<file path="config.mk">
export PLATFORM = sky130hd
export DESIGN_NAME = sel_alu
export DESIGN_NICKNAME = d
export VERILOG_FILES = /design/src/rtl/alu_pkg.sv /design/src/rtl/alu_opcond.sv /design/src/rtl/cla_group.sv /design/src/rtl/alu_select.sv /design/src/rtl/sel_alu.sv
export SDC_FILE = /design/constraint.sdc
export NUM_CORES = 1
export LEC_CHECK = 0
export BUFFER_PORTS_ARGS = -buffer_cell sky130_fd_sc_hd__buf_2
export CAP_MARGIN = 20
export CORE_AREA = 2 2 73 75
export DETAILED_ROUTE_END_ITERATION = 10
export DIE_AREA = 0 0 75 77
export MAX_ROUTING_LAYER = met4
export PLACE_DENSITY = 0.78
export SYNTH_ARGS = -nofsm -noshare
export SYNTH_HDL_FRONTEND = slang
export SYNTH_HIERARCHICAL = 1
export SYNTH_SLANG_ARGS = --single-unit
</file>
<file path="constraint.sdc">
create_clock -name vclk -period 3.6
set_input_delay 0.72 -clock vclk [all_inputs]
set_output_delay 0.72 -clock vclk [all_outputs]
set_load 0.1 [all_outputs]
</file>
<file path="src/rtl/alu_pkg.sv">
package alu_pkg;

    typedef enum logic [2:0] {
        OP_ADD   = 3'b000,
        OP_SUB   = 3'b001,
        OP_RSUB  = 3'b010,
        OP_AND   = 3'b011,
        OP_OR    = 3'b100,
        OP_XOR   = 3'b101,
        OP_PASSA = 3'b110,
        OP_PASSB = 3'b111
    } alu_op_e;

    // True for the three codes whose result comes from the adder.
    function automatic logic op_is_arith(input logic [2:0] code);
        return (code == OP_ADD) || (code == OP_SUB) || (code == OP_RSUB);
    endfunction

endpackage

</file>
<file path="src/rtl/alu_opcond.sv">
module alu_opcond #(
    parameter int WIDTH = 16
) (
    input  logic [WIDTH-1:0] a,
    input  logic [WIDTH-1:0] b,
    input  logic             inv_a,
    input  logic             inv_b,
    output logic [WIDTH-1:0] xa,
    output logic [WIDTH-1:0] xb
);
    // Each operand bit is XORed with its own inversion control.
    assign xa = a ^ {WIDTH{inv_a}};
    assign xb = b ^ {WIDTH{inv_b}};
endmodule

</file>
<file path="src/rtl/cla_group.sv">
module cla_group #(
    parameter int GW = 4
) (
    input  logic [GW-1:0] x,
    input  logic [GW-1:0] y,
    input  logic          cin,
    output logic [GW-1:0] sum,
    output logic          gg,
    output logic          gp
);
    logic [GW-1:0] p;
    logic [GW-1:0] g;
    logic [GW-1:0] c;

    assign p = x ^ y;
    assign g = x & y;

    // Every internal carry is expanded as a flat sum of products,
    // so no carry waits on the bit below it.
    always_comb begin
        c[0] = cin;
        for (int i = 1; i < GW; i++) begin
            logic acc;
            logic pp;
            acc = g[i-1];
            pp  = p[i-1];
            for (int j = i - 2; j >= 0; j--) begin
                acc = acc | (pp & g[j]);
                pp  = pp & p[j];
            end
            c[i] = acc | (pp & cin);
        end
    end

    // Group generate and propagate, independent of the carry-in.
    always_comb begin
        logic acc;
        logic pp;
        acc = g[GW-1];
        pp  = p[GW-1];
        for (int j = GW - 2; j >= 0; j--) begin
            acc = acc | (pp & g[j]);
            pp  = pp & p[j];
        end
        gg = acc;
        gp = &p;
    end

    assign sum = p ^ c;
endmodule

</file>
<file path="src/rtl/alu_select.sv">
module alu_select
    import alu_pkg::*;
#(
    parameter int WIDTH = 16
) (
    input  logic [2:0]       sel,
    input  logic [WIDTH-1:0] a,
    input  logic [WIDTH-1:0] b,
    input  logic [WIDTH-1:0] sum,
    input  logic             carry,
    output logic [WIDTH-1:0] res,
    output logic             cout
);
    logic [WIDTH-1:0] r_and;
    logic [WIDTH-1:0] r_or;
    logic [WIDTH-1:0] r_xor;

    assign r_and = a & b;
    assign r_or  = a | b;
    assign r_xor = a ^ b;

    always_comb begin
        unique case (alu_op_e'(sel))
            OP_ADD, OP_SUB, OP_RSUB: res = sum;
            OP_AND:                  res = r_and;
            OP_OR:                   res = r_or;
            OP_XOR:                  res = r_xor;
            OP_PASSA:                res = a;
            OP_PASSB:                res = b;
            default:                 res = '0;
        endcase
    end

    assign cout = op_is_arith(sel) & carry;
endmodule

</file>
<file path="src/rtl/sel_alu.sv">
module sel_alu #(
    parameter int WIDTH = 16,
    parameter int GROUP = 4
) (
    input  logic [WIDTH-1:0] opa_i,
    input  logic [WIDTH-1:0] opb_i,
    input  logic [2:0]       sel_i,
    output logic [WIDTH-1:0] res_o,
    output logic             cout_o
);
    localparam int NGROUP = WIDTH / GROUP;

    logic [WIDTH-1:0]  xa;
    logic [WIDTH-1:0]  xb;
    logic [WIDTH-1:0]  sum;
    logic [NGROUP:0]   gc;
    logic [NGROUP-1:0] gg;
    logic [NGROUP-1:0] gp;

    // Bit 1 of the code inverts A and bit 0 inverts B.
    alu_opcond #(.WIDTH(WIDTH)) u_cond (
        .a     (opa_i),
        .b     (opb_i),
        .inv_a (sel_i[1]),
        .inv_b (sel_i[0]),
        .xa    (xa),
        .xb    (xb)
    );

    // The two's-complement "+1" for either subtraction.
    assign gc[0] = sel_i[1] | sel_i[0];

    for (genvar k = 0; k < NGROUP; k++) begin : g_grp
        cla_group #(.GW(GROUP)) u_grp (
            .x   (xa[k*GROUP +: GROUP]),
            .y   (xb[k*GROUP +: GROUP]),
            .cin (gc[k]),
            .sum (sum[k*GROUP +: GROUP]),
            .gg  (gg[k]),
            .gp  (gp[k])
        );
        assign gc[k+1] = gg[k] | (gp[k] & gc[k]);
    end

    alu_select #(.WIDTH(WIDTH)) u_sel (
        .sel   (sel_i),
        .a     (opa_i),
        .b     (opb_i),
        .sum   (sum),
        .carry (gc[NGROUP]),
        .res   (res_o),
        .cout  (cout_o)
    );
endmodule

</file>
# Word level (Yosys, flattened, before mapping)
# Index checks and enable logic that the tools add are counted.
op_classes:
  n_bitwise: 119
  n_eq_ne: 7
  n_mux: 1
  reduce_logical: 8
op_table:
  columns: ["cell", "n"]
  rows:
  - ["16-bit case mux with 6 select lines", 1]
  - ["1-bit AND", 61]
  - ["16-bit XOR", 3]
  - ["1-bit bitwise OR", 41]
  - ["4-bit XOR", 8]
  - ["16-bit AND", 1]
  - ["4-bit AND", 4]
  - ["16-bit bitwise OR", 1]
  - ["4-bit AND reduction", 4]
  - ["3-bit equality test (second input constant)", 4]
  - ["3-bit by 2-bit equality test with 1-bit output (second input constant)", 2]
  - ["3-bit by 1-bit equality test with 1-bit output (second input constant)", 1]
  - ["3-bit logical NOT", 1]
  - ["3-bit OR reduction", 1]
  - ["1-bit logical OR", 2]
word_totals:
  reg_bits: 0
  in_bits: 35
  elab_cells: 135
  output_inout_bits: 17

# Logic depth before layout (Yosys ltp)
# Gate-level depths: netlist of run 1.
depth:
  depth_word: 15
  ltp_mapped: 15
  mapped_depth_nobuf: 13

# Hierarchy
# The synthesis of run 1 kept the hierarchy.
by_module_without_submodules:
  columns: ["module", "area_each_um2", "cells_per_inst", "instances"]
  rows:
  - ["alu_select", 1385.1, 189, 1]
  - ["cla_group", 182.7, 22, 4]
  - ["alu_opcond", 342.8, 36, 1]
  - ["sel_alu", 65.1, 8, 1]

# Worst setup path after synthesis of run 1
# OpenSTA, ideal clock, no wires.
synth_path:
  path_type: "input port to output port"
  from: "input sel_i[0]"
  to: "output res_o[14]"
  setup_slack_ps: -2195
  t_required_ps: 2880
  stages: 15
  arrival_ps: 5075
  path_buffers: 2
  cell_sequence: "buf_6 buf_12 xor2_1 ha_1 a21oi_1 nand2_1 a21o_1 a21oi_2 nand2_2 a21o_1 a21o_1 a21oi_2 xnor2_1 mux2i_1 a222oi_1"
synth_via:
  elab_cells_between_ends: 59
  classes_between: "eq/ne: 7; mux: 1; bitwise: 46; reduce/logical: 5"
synth_lines:
  columns: ["element", "line", "source"]
  rows:
  - ["start, declared", "sel_alu.sv:7", "input logic [2:0] sel_i,"]
  - ["16-bit XOR (*)", "alu_opcond.sv:13", "assign xb = b ^ {WIDTH{inv_b}};"]
  - ["named net xb[6]", "sel_alu.sv:14", "logic [WIDTH-1:0] xb;"]
  - ["4-bit AND or 4-bit XOR (tied branches)", "cla_group.sv:16, cla_group.sv:15", null]
  - ["1-bit AND, on equally long branches", "cla_group.sv:42, cla_group.sv:43", null]
  - ["1-bit bitwise OR (tied with other cells)", "cla_group.sv:42", "acc = acc | (pp & g[j]);"]
  - ["1-bit bitwise OR or 1-bit AND (tied branches)", "cla_group.sv:42", null]
  - ["1-bit bitwise OR (*)", "cla_group.sv:42", null]
  - ["named net gg[1]", "sel_alu.sv:17", "logic [NGROUP-1:0] gg;"]
  - ["[1 not listed]", null, null]
  - ["named net gc[2]", "sel_alu.sv:16", "logic [NGROUP:0] gc;"]
  - ["1-bit AND (*)", "sel_alu.sv:42", "assign gc[k+1] = gg[k] | (gp[k] & gc[k]);"]
  - ["1-bit bitwise OR (*)", "sel_alu.sv:42", null]
  - ["named net gc[3]", "sel_alu.sv:16", null]
  - ["1-bit AND (*)", "cla_group.sv:31", "c[i] = acc | (pp & cin);"]
  - ["1-bit bitwise OR (*)", "cla_group.sv:31", null]
  - ["4-bit XOR (*)", "cla_group.sv:49", "assign sum = p ^ c;"]
  - ["named net sum[14]", "sel_alu.sv:15", "logic [WIDTH-1:0] sum;"]
  - ["16-bit case mux with 6 select lines (*)", "alu_select.sv:23", "unique case (alu_op_e'(sel))"]
  - ["end, declared", "sel_alu.sv:8", "output logic [WIDTH-1:0] res_o,"]
# The timed path passes the listed nets; every way through them passes the cells marked *.

# Final worst setup path of run 1
layout_path:
  from: "input sel_i[0]"
  to: "output res_o[15]"
layout_via:
  elab_cells_between_ends: 62
  classes_between: "eq/ne: 7; mux: 1; bitwise: 49; reduce/logical: 5"
layout_lines:
  columns: ["element", "line"]
  rows:
  - ["16-bit XOR (*)", "alu_opcond.sv:13"]
  - ["named net xb[10]", "sel_alu.sv:14"]
  - ["4-bit AND or 4-bit XOR (tied branches)", "cla_group.sv:16, cla_group.sv:15"]
  - ["1-bit AND, on equally long branches", "cla_group.sv:42, cla_group.sv:43"]
  - ["1-bit bitwise OR (tied with other cells)", "cla_group.sv:42"]
  - ["1-bit bitwise OR or 1-bit AND (tied branches)", "cla_group.sv:42"]
  - ["1-bit bitwise OR (*)", "cla_group.sv:42"]
  - ["named net gg[2]", "sel_alu.sv:17"]
  - ["1-bit bitwise OR (*)", "sel_alu.sv:42"]
  - ["named net gc[3]", "sel_alu.sv:16"]
  - ["1-bit AND (*)", "cla_group.sv:31"]
  - ["1-bit bitwise OR (*)", "cla_group.sv:31"]
  - ["4-bit XOR (*)", "cla_group.sv:49"]
  - ["named net sum[15]", "sel_alu.sv:15"]
  - ["16-bit case mux with 6 select lines (*)", "alu_select.sv:23"]
# Marks and branches as above.

==> results of run 1 <==
-- layout by cell type, fill, tap and decap left out, types with 6 or more instances in the layout --
| cell type | count |
|---|---|
| nor2_1 | 6 |
| o32a_4 | 6 |
| o32ai_1 | 6 |
| a21o_1 | 11 |
| ha_1 | 47 |
| xor2_1 | 31 |
| buf_6 | 7 |
| mux2i_1 | 21 |
| a21oi_1 | 18 |
| a21oi_2 | 7 |
| nand2_1 | 18 |
| buf_12 | 21 |
| inv_1 | 56 |
| buf_2 | 31 |
| nand3_1 | 6 |
| buf_4 | 77 |
-- cells by family (layout without fill, tap and decap cells) --
group                      after synthesis  count (layout)  share of synthesized area
buffers and inverters                   77             202                      0.145
AOI/OAI and AO/OA                       71              71                      0.212
adders and majority gates               56              56                      0.290
and+or+nand+nor                         47              47                     0.0937
xor gates and xnor gates                44              44                      0.153
muxes                                   26              26                      0.107
-- per-stage QoR --
step | worst slack, ps | util | hold slack (ps) | area (um2) | power [uW]
global route | -701 | 0.825 | 2140 | 4110 | 1400
floorplan | -2150 | - | 1970 | 2620 | 726
detailed placement | -506 | 0.717 | 2090 | 3570 | 1130
CTS | -372 | 0.770 | 2090 | 3830 | 1210
finish | -588 | 0.825 | 2090 | 4110 | 1340
global placement | -437 | 0.717 | 2080 | 3570 | 1100
-- layout make-up --
cell class / count / area share
Inverter: 60 / 0.0548
Multi-Input combinational cell: 244 / 0.590
Tap cell: 70 / 0.0213
Timing Repair Buffer: 142 / 0.334
-- metal layers --
layer,wire [um],up-vias,GRT usage
met2,5220,211,0.504
met5,0,-,-
met3,738,71,0.0158
li1,-,1350,-
met4,563,0,0.104
met1,3670,1520,0.341
-- power by group --
part	total (uW)	switching [uW]	internal [uW]
logic	1340	738	600
registers	0	0	0
clock network	0	0	0
-- repair_timing --
action,CTS,global route
setup endpoints to repair,14,15
gates resized for setup,35,26
hold buffers,0,0
buffers inserted,11,8
gates cloned,2,2
pin swaps,33,34
-- worst max path at each step --
stage / to / slack, ps / cells past startpoint
final: res_o[15] / -590 / 16
after global routing: res_o[15] / -700 / 16
after CTS: res_o[15] / -370 / 18
after detailed placement: res_o[14] / -510 / 17
after global placement: res_o[14] / -440 / 15
after floorplan: res_o[14] / -2150 / 15
-- critical path: cells and delay by family --
kind	cells	cell delay [ps]
XOR/XNOR	2	370
AND/OR/NAND/NOR	3	280
AO/OA/AOI/OAI	4	860
buffers and inverters	5	750
multiplexers	1	130
adder cells (fa/ha/maj)	1	360
==> impl_metrics.csv, run 1 <==
group,metric,value,unit
sta,maxSlewHeadroom,0.588,
detailed_routing,viasPerCell,6.11,
worst_setup_path,end_kind,"primary output",
logic_synthesis,synth_fp_nets,412,
sta,tns,-3120,ps
floorplanning,start_util,0.507,
logic_synthesis,yosysTopAreaCellShare,0.258,
hold_path,hp-start,"opb_i[11]",
place,hpwl,5720,um
detailed_routing,ant_nets,0,
logic_synthesis,synth_area_leader_cell,"ha_1",
cells_and_area,stdcell_count,516,
run_status,violations,"negative setup slack",
floorplanning,die_y,77,um
detailed_routing,firstDrtPassIters,8,
global_routing,grt_overflow,0,
cells_and_area,syn2layout_area_growth,62.7,%
cells_and_area,num_antenna_cells,0,
worst_setup_path,cp_max_fo,7,
floorplanning,rows,26,
job,maxCapViolCount,0,
global_routing,grt_pass1_vias,2963,
sta,min_period,4190,ps
floorplanning,die_area,5780,um2
floorplanning,ios,52,
power_and_ir_drop,power_density,326,nW/um2
place,portBuffers,52,
logic_synthesis,syn_avg_cell_area,7.86,um2
worst_setup_path,cpMaxStageDelayCell,"ha_1",
sta,fmax,0.239,GHz
hold_path,hold_path_class,"input port to primary output",
logic_synthesis,synthDistinctLibCells,34,
sta,finalHoldViolCount,0,
hold_path,holdPathStages,5,
cells_and_area,fill_cells,260,
logic_synthesis,syn_inst,321,
place,gp_congestion,0.867,
cells_and_area,multi_input_area,2420,um2
cells_and_area,drive_above_1_share,0.437,
worst_setup_path,cpPeakStageDelay,360,ps
worst_setup_path,worstPathArrival,3470,ps
sta,tightest_slew,618,ps
worst_setup_path,startpoint,"sel_i[0]",
global_routing,grt_pass1_wl,13200,um
cells_and_area,seqCellArea,0,um2
detailed_routing,routed_wl,10200,um
cells_and_area,seq_cell_count,0,
global_routing,antenna_found_initial,0,
power_and_ir_drop,power.leakage,0.00223,uW
place,dp_cells,493,
worst_setup_path,path_class,"input port to primary output",
sta,rsz0062_at_grt,"yes",
sta,finalCritPeriodShare,1.16,
run_status,status,"finished, violations left",
cells_and_area,layout.nets,539,
detailed_routing,drc,0,
worst_setup_path,cp.required,2880,ps
detailed_routing,dr_total_vias,3152,
logic_synthesis,synth_seq_area_share,0,
logic_synthesis,yosysWarningCount,6,
floorplanning,die_x,75,um
hold_path,min_to,"res_o[11]",
global_routing,grt_max_degree,19,
floorplanning,core-area,4980,um2
sta,slew_violations,0,
detailed_routing,drt_first_iter_violations,357,
logic_synthesis,synth_common_cells,"inv_1, ha_1, xor2_1",
logic_synthesis,synthMostInstantiatedCell,"inv_1",
cells_and_area,nClkBuffers,0,
logic_synthesis,synth_area_leaders,"ha_1, xor2_1, inv_1, mux2i_1, o32a_1",
global_routing,grt_use_total,0.289,
sta,layout_setup_ws,-588,ps
worst_setup_path,cp_cell_sequence,"buf_12 > buf_4 > xor2_1 > ha_1 > a21oi_1 > nand2_1 > a21o_1 > a21o_1 > buf_6 > nand4_1 > nand3_1 > xor2_1 > mux2i_1 > a222oi_1 > buf_4 > buf_12",
logic_synthesis,syn_area,2520,um2
sta,setup_viol,12,
detailed_routing,avgRoutedWirePerCell,19.8,um
power_and_ir_drop,ir_drop,0.250,mV
worst_setup_path,startpoint_type,"input port",
Note: power is estimated with default switching activity, not from simulation.
==> run 2: changes to the inputs <==
GPL_TIMING_DRIVEN = 0   (was unset)
==> run 2 against run 1 <==
  * The run still ends with negative setup slack left
  * Non-clock buffer count fell by 40
  * Worst setup slack improved by 39 ps
  * Die area stayed put
  * Critical path depth up 1
  * Worst hold slack worse by 40 ps
  * Fmax up 0.94%
  * First-iteration DRC count fell by 43%
  * Sequential share of layout area is the same
==> impl_metrics.csv, run 2 (synthesis gave the netlist of run 1 again) <==
group,metric,value,unit
worst_setup_path,end_kind,"primary output",
sta,setup_viol,11,
worst_setup_path,cpPeakStageDelay,350,ps
cts,postCtsHoldBufs,0,
power_and_ir_drop,power_density,317,nW/um2
cells_and_area,syn2layout_area_growth,47.8,%
global_routing,antenna_found_initial,0,
hold_path,hp-start,"opb_i[14]",
cells_and_area,drive_above_1_share,0.409,
job,maxCapViolCount,0,
cells_and_area,layout_commonest_cell,"inv_1",
global_routing,grt_max_degree,11,
sta,holdWs,2050,ps
worst_setup_path,worstPathArrival,3430,ps
worst_setup_path,cp.required,2880,ps
hold_path,hold_path_class,"input port to primary output",
cells_and_area,nClkBuffers,0,
detailed_routing,drt_first_iter_violations,203,
hold_path,holdPathStages,4,
floorplanning,rows,26,
sta,tightest_slew,532,ps
detailed_routing,drc,0,
sta,min_period,4150,ps
worst_setup_path,cp_cell_sequence,"buf_8 > buf_12 > buf_12 > xor2_4 > ha_4 > a21oi_2 > nand2_1 > a21o_1 > a21oi_2 > nand2_2 > a21o_1 > a21o_1 > a21oi_2 > xnor2_1 > mux2i_1 > a222oi_1 > buf_4",
floorplanning,die_area,5780,um2
detailed_routing,firstDrtPassIters,6,
sta,fmax,0.241,GHz
cells_and_area,num_antenna_cells,0,
worst_setup_path,path_class,"input port to primary output",
floorplanning,core-area,4980,um2
sta,rsz0062_at_grt,"yes",
worst_setup_path,cp_max_fo,7,
hold_path,min_to,"res_o[14]",
detailed_routing,dr_total_vias,2649,
detailed_routing,avgRoutedWirePerCell,16.5,um
sta,maxSlewHeadroom,0.645,
detailed_routing,ant_nets,0,
place,portBuffers,52,
floorplanning,start_util,0.507,
global_routing,grt_pass1_wl,11700,um
cells_and_area,seqCellArea,0,um2
floorplanning,ios,52,
sta,layout_setup_ws,-549,ps
detailed_routing,routed_wl,7850,um
global_routing,grt_overflow,0,
worst_setup_path,cpMaxStageDelayCell,"buf_4",
floorplanning,die_x,75,um
place,hpwl,4890,um
power_and_ir_drop,power.leakage,0.00197,uW
run_status,status,"finished, violations left",
global_routing,grt_use_total,0.253,
cells_and_area,seq_cell_count,0,
cells_and_area,final_util,0.749,
cells_and_area,fill_cells,340,
sta,tns,-2870,ps
cells_and_area,layout.nets,499,
sta,finalCritPeriodShare,1.15,
cells_and_area,final_cell_mix,"inv_1, ha_1, buf_2, buf_4, xor2_1",
sta,finalHoldViolCount,0,
run_status,violations,"negative setup slack",
worst_setup_path,startpoint_type,"input port",
sta,slew_violations,0,
global_routing,grt_pass1_vias,2559,
power_and_ir_drop,ir_drop,0.210,mV
place,gp_congestion,0.833,
floorplanning,die_y,77,um
detailed_routing,viasPerCell,5.57,
==> run 2: cell count changes in the layout (fill, tap and decap cells not counted), sizes merged <==
cell,previous run,this run
buf,139,99
bufbuf,1,0
clkbuf,2,3
==> run 2: area by class of cell <==
type,instances,area (um2),share of cell area
Buffer,16,139,0.0372
Inverter,60,225,0.0604
Timing Repair Buffer,86,719,0.193
Multi-Input combinational cell,244,2560,0.686
Tap cell,70,87.6,0.0235
==> run 2: routing by layer <==
layer / part of all wire / global-route usage / vias up
met5: 0 / - / -
met4: 0.015 / 0.0500 / 0
met3: 0.043 / 0.00788 / 13
met2: 0.52 / 0.419 / 99
met1: 0.42 / 0.341 / 1269
li1: - / - / 1268
==> run 2: critical path: cells and delay by family <==
| kind | cells | cell delay [ps] |
|---|---|---|
| xor gates and xnor gates | 2 | 290 |
| and+or+nand+nor | 2 | 170 |
| buffers and inverters | 4 | 720 |
| adders and majority gates | 1 | 250 |
| muxes | 1 | 100 |
| AOI/OAI and AO/OA | 7 | 1180 |
==> run 2: power by group <==
group          internal [uW]  switching [uW]  leakage (uW)  total (uW)
combinational            489             693       0.00197        1180
sequential                 0               0             0           0
clock                      0               0             0           0
==> run 2: metrics by stage <==
stage	area, um2	power [uW]	cells	setup WS (ps)
after CTS	3330	1030	467	-642
after global routing	3730	1250	476	-743
after floorplan	2620	726	321	-2150
after global placement	2970	863	443	-929
final	3730	1180	476	-549
after detailed placement	2970	876	443	-943
==> run 2: worst max-delay path by stage <==
stage	cells past startpoint	end	startpoint	slack (ps)
2_1_floorplan	15	res_o[14]	sel_i[1]	-2150
3_3_place_gp	17	res_o[14]	sel_i[0]	-930
3_5_place_dp	17	res_o[14]	sel_i[0]	-940
4_1_cts	17	res_o[14]	sel_i[0]	-640
5_1_grt	17	res_o[14]	sel_i[1]	-740
6_report	17	res_o[14]	sel_i[1]	-550
==> run 2: what timing repair did <==
| item | 4_1_cts | 5_1_grt |
|---|---|---|
| endpoints found under the setup margin | 13 | 14 |
| resized for setup | 51 | 53 |
| pin swaps | 26 | 23 |
| buffers inserted | 24 | 10 |
==> run 3: changes to the inputs <==
ABC_AREA = 1   (was unset)
ABC_CLOCK_PERIOD_IN_PS = 3600   (was unset)
CORE_AREA = 2 2 89 70   (was 2 2 73 75)
DIE_AREA = 0 0 91 72   (was 0 0 75 77)
PLACE_DENSITY = 0.8   (was 0.78)
==> run 3 against run 2 <==
  * The flow still finishes with violations (negative setup slack)
  * First-iteration DRC count rose by 56%
  * Sequential share of layout area did not move
  * Worst hold slack got worse by 88 ps
  * Largest power group unchanged
==> impl_metrics.csv, run 3 <==
group,metric,value,unit
floorplanning,die_x,91,um
cells_and_area,multi_input_area,2640,um2
global_routing,antenna_found_initial,0,
global_routing,grt_overflow,0,
cells_and_area,layout.nets,702,
detailed_routing,viasPerCell,5.39,
power_and_ir_drop,power_density,243,nW/um2
detailed_routing,drc,0,
logic_synthesis,yosysWarningCount,6,
global_routing,grt_pass1_wl,15800,um
logic_synthesis,synth_common_cells,"nand2_1, inv_1, ha_1",
sta,setup_viol,6,
place,dp_worst_setup_slack,-670,ps
cells_and_area,fill_cells,477,
floorplanning,core-area,5650,um2
sta,min_period,3800,ps
cells_and_area,fin_area,4030,um2
global_routing,grt_max_degree,11,
cells_and_area,seqCellArea,0,um2
logic_synthesis,synth_compound_area_frac,0.0128,
logic_synthesis,synth-simple-area-share,0.509,
logic_synthesis,synth_top_family_by_area,"simple AND/OR/NAND/NOR gates",
run_status,violations,"negative setup slack",
logic_synthesis,syn_avg_cell_area,5.65,um2
sta,finalCritPeriodShare,1.06,
detailed_routing,firstDrtPassIters,5,
power_and_ir_drop,ir_drop,0.186,mV
worst_setup_path,startpoint_type,"input port",
global_routing,grt_pass1_vias,3521,
worst_setup_path,endpoint,"res_o[12]",
sta,maxSlewHeadroom,0.675,
logic_synthesis,syn_area,3020,um2
sta,holdWs,1960,ps
logic_synthesis,synth_area_leader_cell,"nand2_1",
worst_setup_path,cp.required,2880,ps
worst_setup_path,cp_max_fo,8,
floorplanning,die_area,6550,um2
place,portBuffers,51,
logic_synthesis,syn_inst,535,
worst_setup_path,worstPathArrival,3080,ps
logic_synthesis,synthDistinctLibCells,25,
sta,slew_violations,0,
place,dpl_cell_area,3500,um2
worst_setup_path,path_class,"input port to primary output",
cells_and_area,final_util,0.715,
cells_and_area,drive_above_1_share,0.294,
logic_synthesis,synthMostInstantiatedCell,"nand2_1",
logic_synthesis,synthMuxAreaShare,0,
detailed_routing,routed_wl,9630,um
detailed_routing,drt_first_iter_violations,316,
cells_and_area,seq_cell_count,0,
global_routing,grt_use_total,0.292,
job,maxCapViolCount,0,
cells_and_area,layout_commonest_cell,"nand2_1",
floorplanning,ios,52,
cells_and_area,syn2layout_area_growth,33.5,%
worst_setup_path,startpoint,"sel_i[1]",
logic_synthesis,yosys.area_share.xor_xnor,0.0232,
floorplanning,start_util,0.535,
logic_synthesis,yosysTopAreaCellShare,0.235,
run_status,status,"finished, violations left",
cts,postCtsHoldBufs,0,
logic_synthesis,synth-adder-area-share,0.242,
detailed_routing,avgRoutedWirePerCell,14.0,um
place,hpwl,6790,um
sta,tightest_slew,491,ps
sta,finalHoldViolCount,0,
logic_synthesis,synth_area_leaders,"nand2_1, ha_1, inv_1, nand4_1, nand3_1",
hold_path,hold_path_class,"input port to primary output",
power_and_ir_drop,power.leakage,0.00247,uW
sta,rsz0062_at_grt,"yes",
sta,layout_setup_ws,-203,ps
power_and_ir_drop,power,981,uW
worst_setup_path,end_kind,"primary output",
floorplanning,die_y,72,um
cells_and_area,final_cell_mix,"nand2_1, inv_1, ha_1, nand4_1, buf_2",
detailed_routing,ant_nets,0,
cells_and_area,num_antenna_cells,0,
detailed_routing,dr_total_vias,3706,
place,gp_congestion,0.945,
cells_and_area,nClkBuffers,0,
sta,fmax,0.263,GHz
floorplanning,rows,24,
logic_synthesis,synth_fp_nets,626,
logic_synthesis,synth_seq_area_share,0,
run 3: repair_timing:
| action | CTS | global route |
|---|---|---|
| endpoints found under the setup margin | 13 | 13 |
| hold endpoints to repair | 0 | 0 |
| setup buffers | 22 | 3 |
| pin swaps | 18 | 17 |
| gates resized for setup | 68 | 39 |
run 3: area by class of cell:
| cell class | instances | share of cell area |
|---|---|---|
| well taps | 78 | 0.0242 |
| inverters | 112 | 0.108 |
| plain buffers | 22 | 0.0512 |
| repair buffers | 76 | 0.162 |
| multi-input cells | 399 | 0.654 |
run 3: worst max-delay path, stage by stage:
cell and delay [ps]:
buf_12 120, nand2_1 110, nand2_2 100, ha_4 300, nand2_4 60, nor2_4 100
nor2_2 60, o21bai_1 130, inv_1 60, nand2_2 110, nand2_2 80, nand2_4 100
nand2_4 60, nand2_4 60, inv_2 30, fa_2 520, inv_2 30, nand2_2 70
nand3_4 80, buf_12 180
run 3: worst min path at each step:
stage               startpoint         to  slack [ps]  cells past startpoint
floorplan            opb_i[12]  res_o[12]        1800                      4
global placement      sel_i[2]  res_o[15]        2080                      5
detailed placement    sel_i[2]   res_o[1]        2080                      5
CTS                   opb_i[8]   res_o[8]        1960                      6
global route         opb_i[10]  res_o[10]        2000                      6
finish               opb_i[10]  res_o[10]        1960                      6
run 3: metrics by stage:
step	TNS [ps]	cells
after global routing	-1710	687
after floorplan	-170	535
after CTS	-769	686
after global placement	-3860	664
after detailed placement	-4690	664
final	-690	687
run 3: cells by family after synthesis:
family                   count (synthesis)
AO/OA/AOI/OAI                            5
XOR/XNOR                                 8
adder cells (fa/ha/maj)                 56
buffers and inverters                  136
AND/OR/NAND/NOR                        330
run 3: layer usage:
| metal | vias up | global-route usage | part of all wire |
|---|---|---|---|
| met4 | 0 | 0.0522 | 0.020 |
| met2 | 163 | 0.519 | 0.48 |
| li1 | 1801 | - | - |
| met3 | 28 | 0.0187 | 0.065 |
| met1 | 1714 | 0.374 | 0.44 |
| met5 | - | - | 0 |
run 3: power by group:
part | switching [uW] | internal (uW) | leakage, uW
Clock | 0 | 0 | 0
Combinational | 637 | 344 | 0.00247
Sequential | 0 | 0 | 0
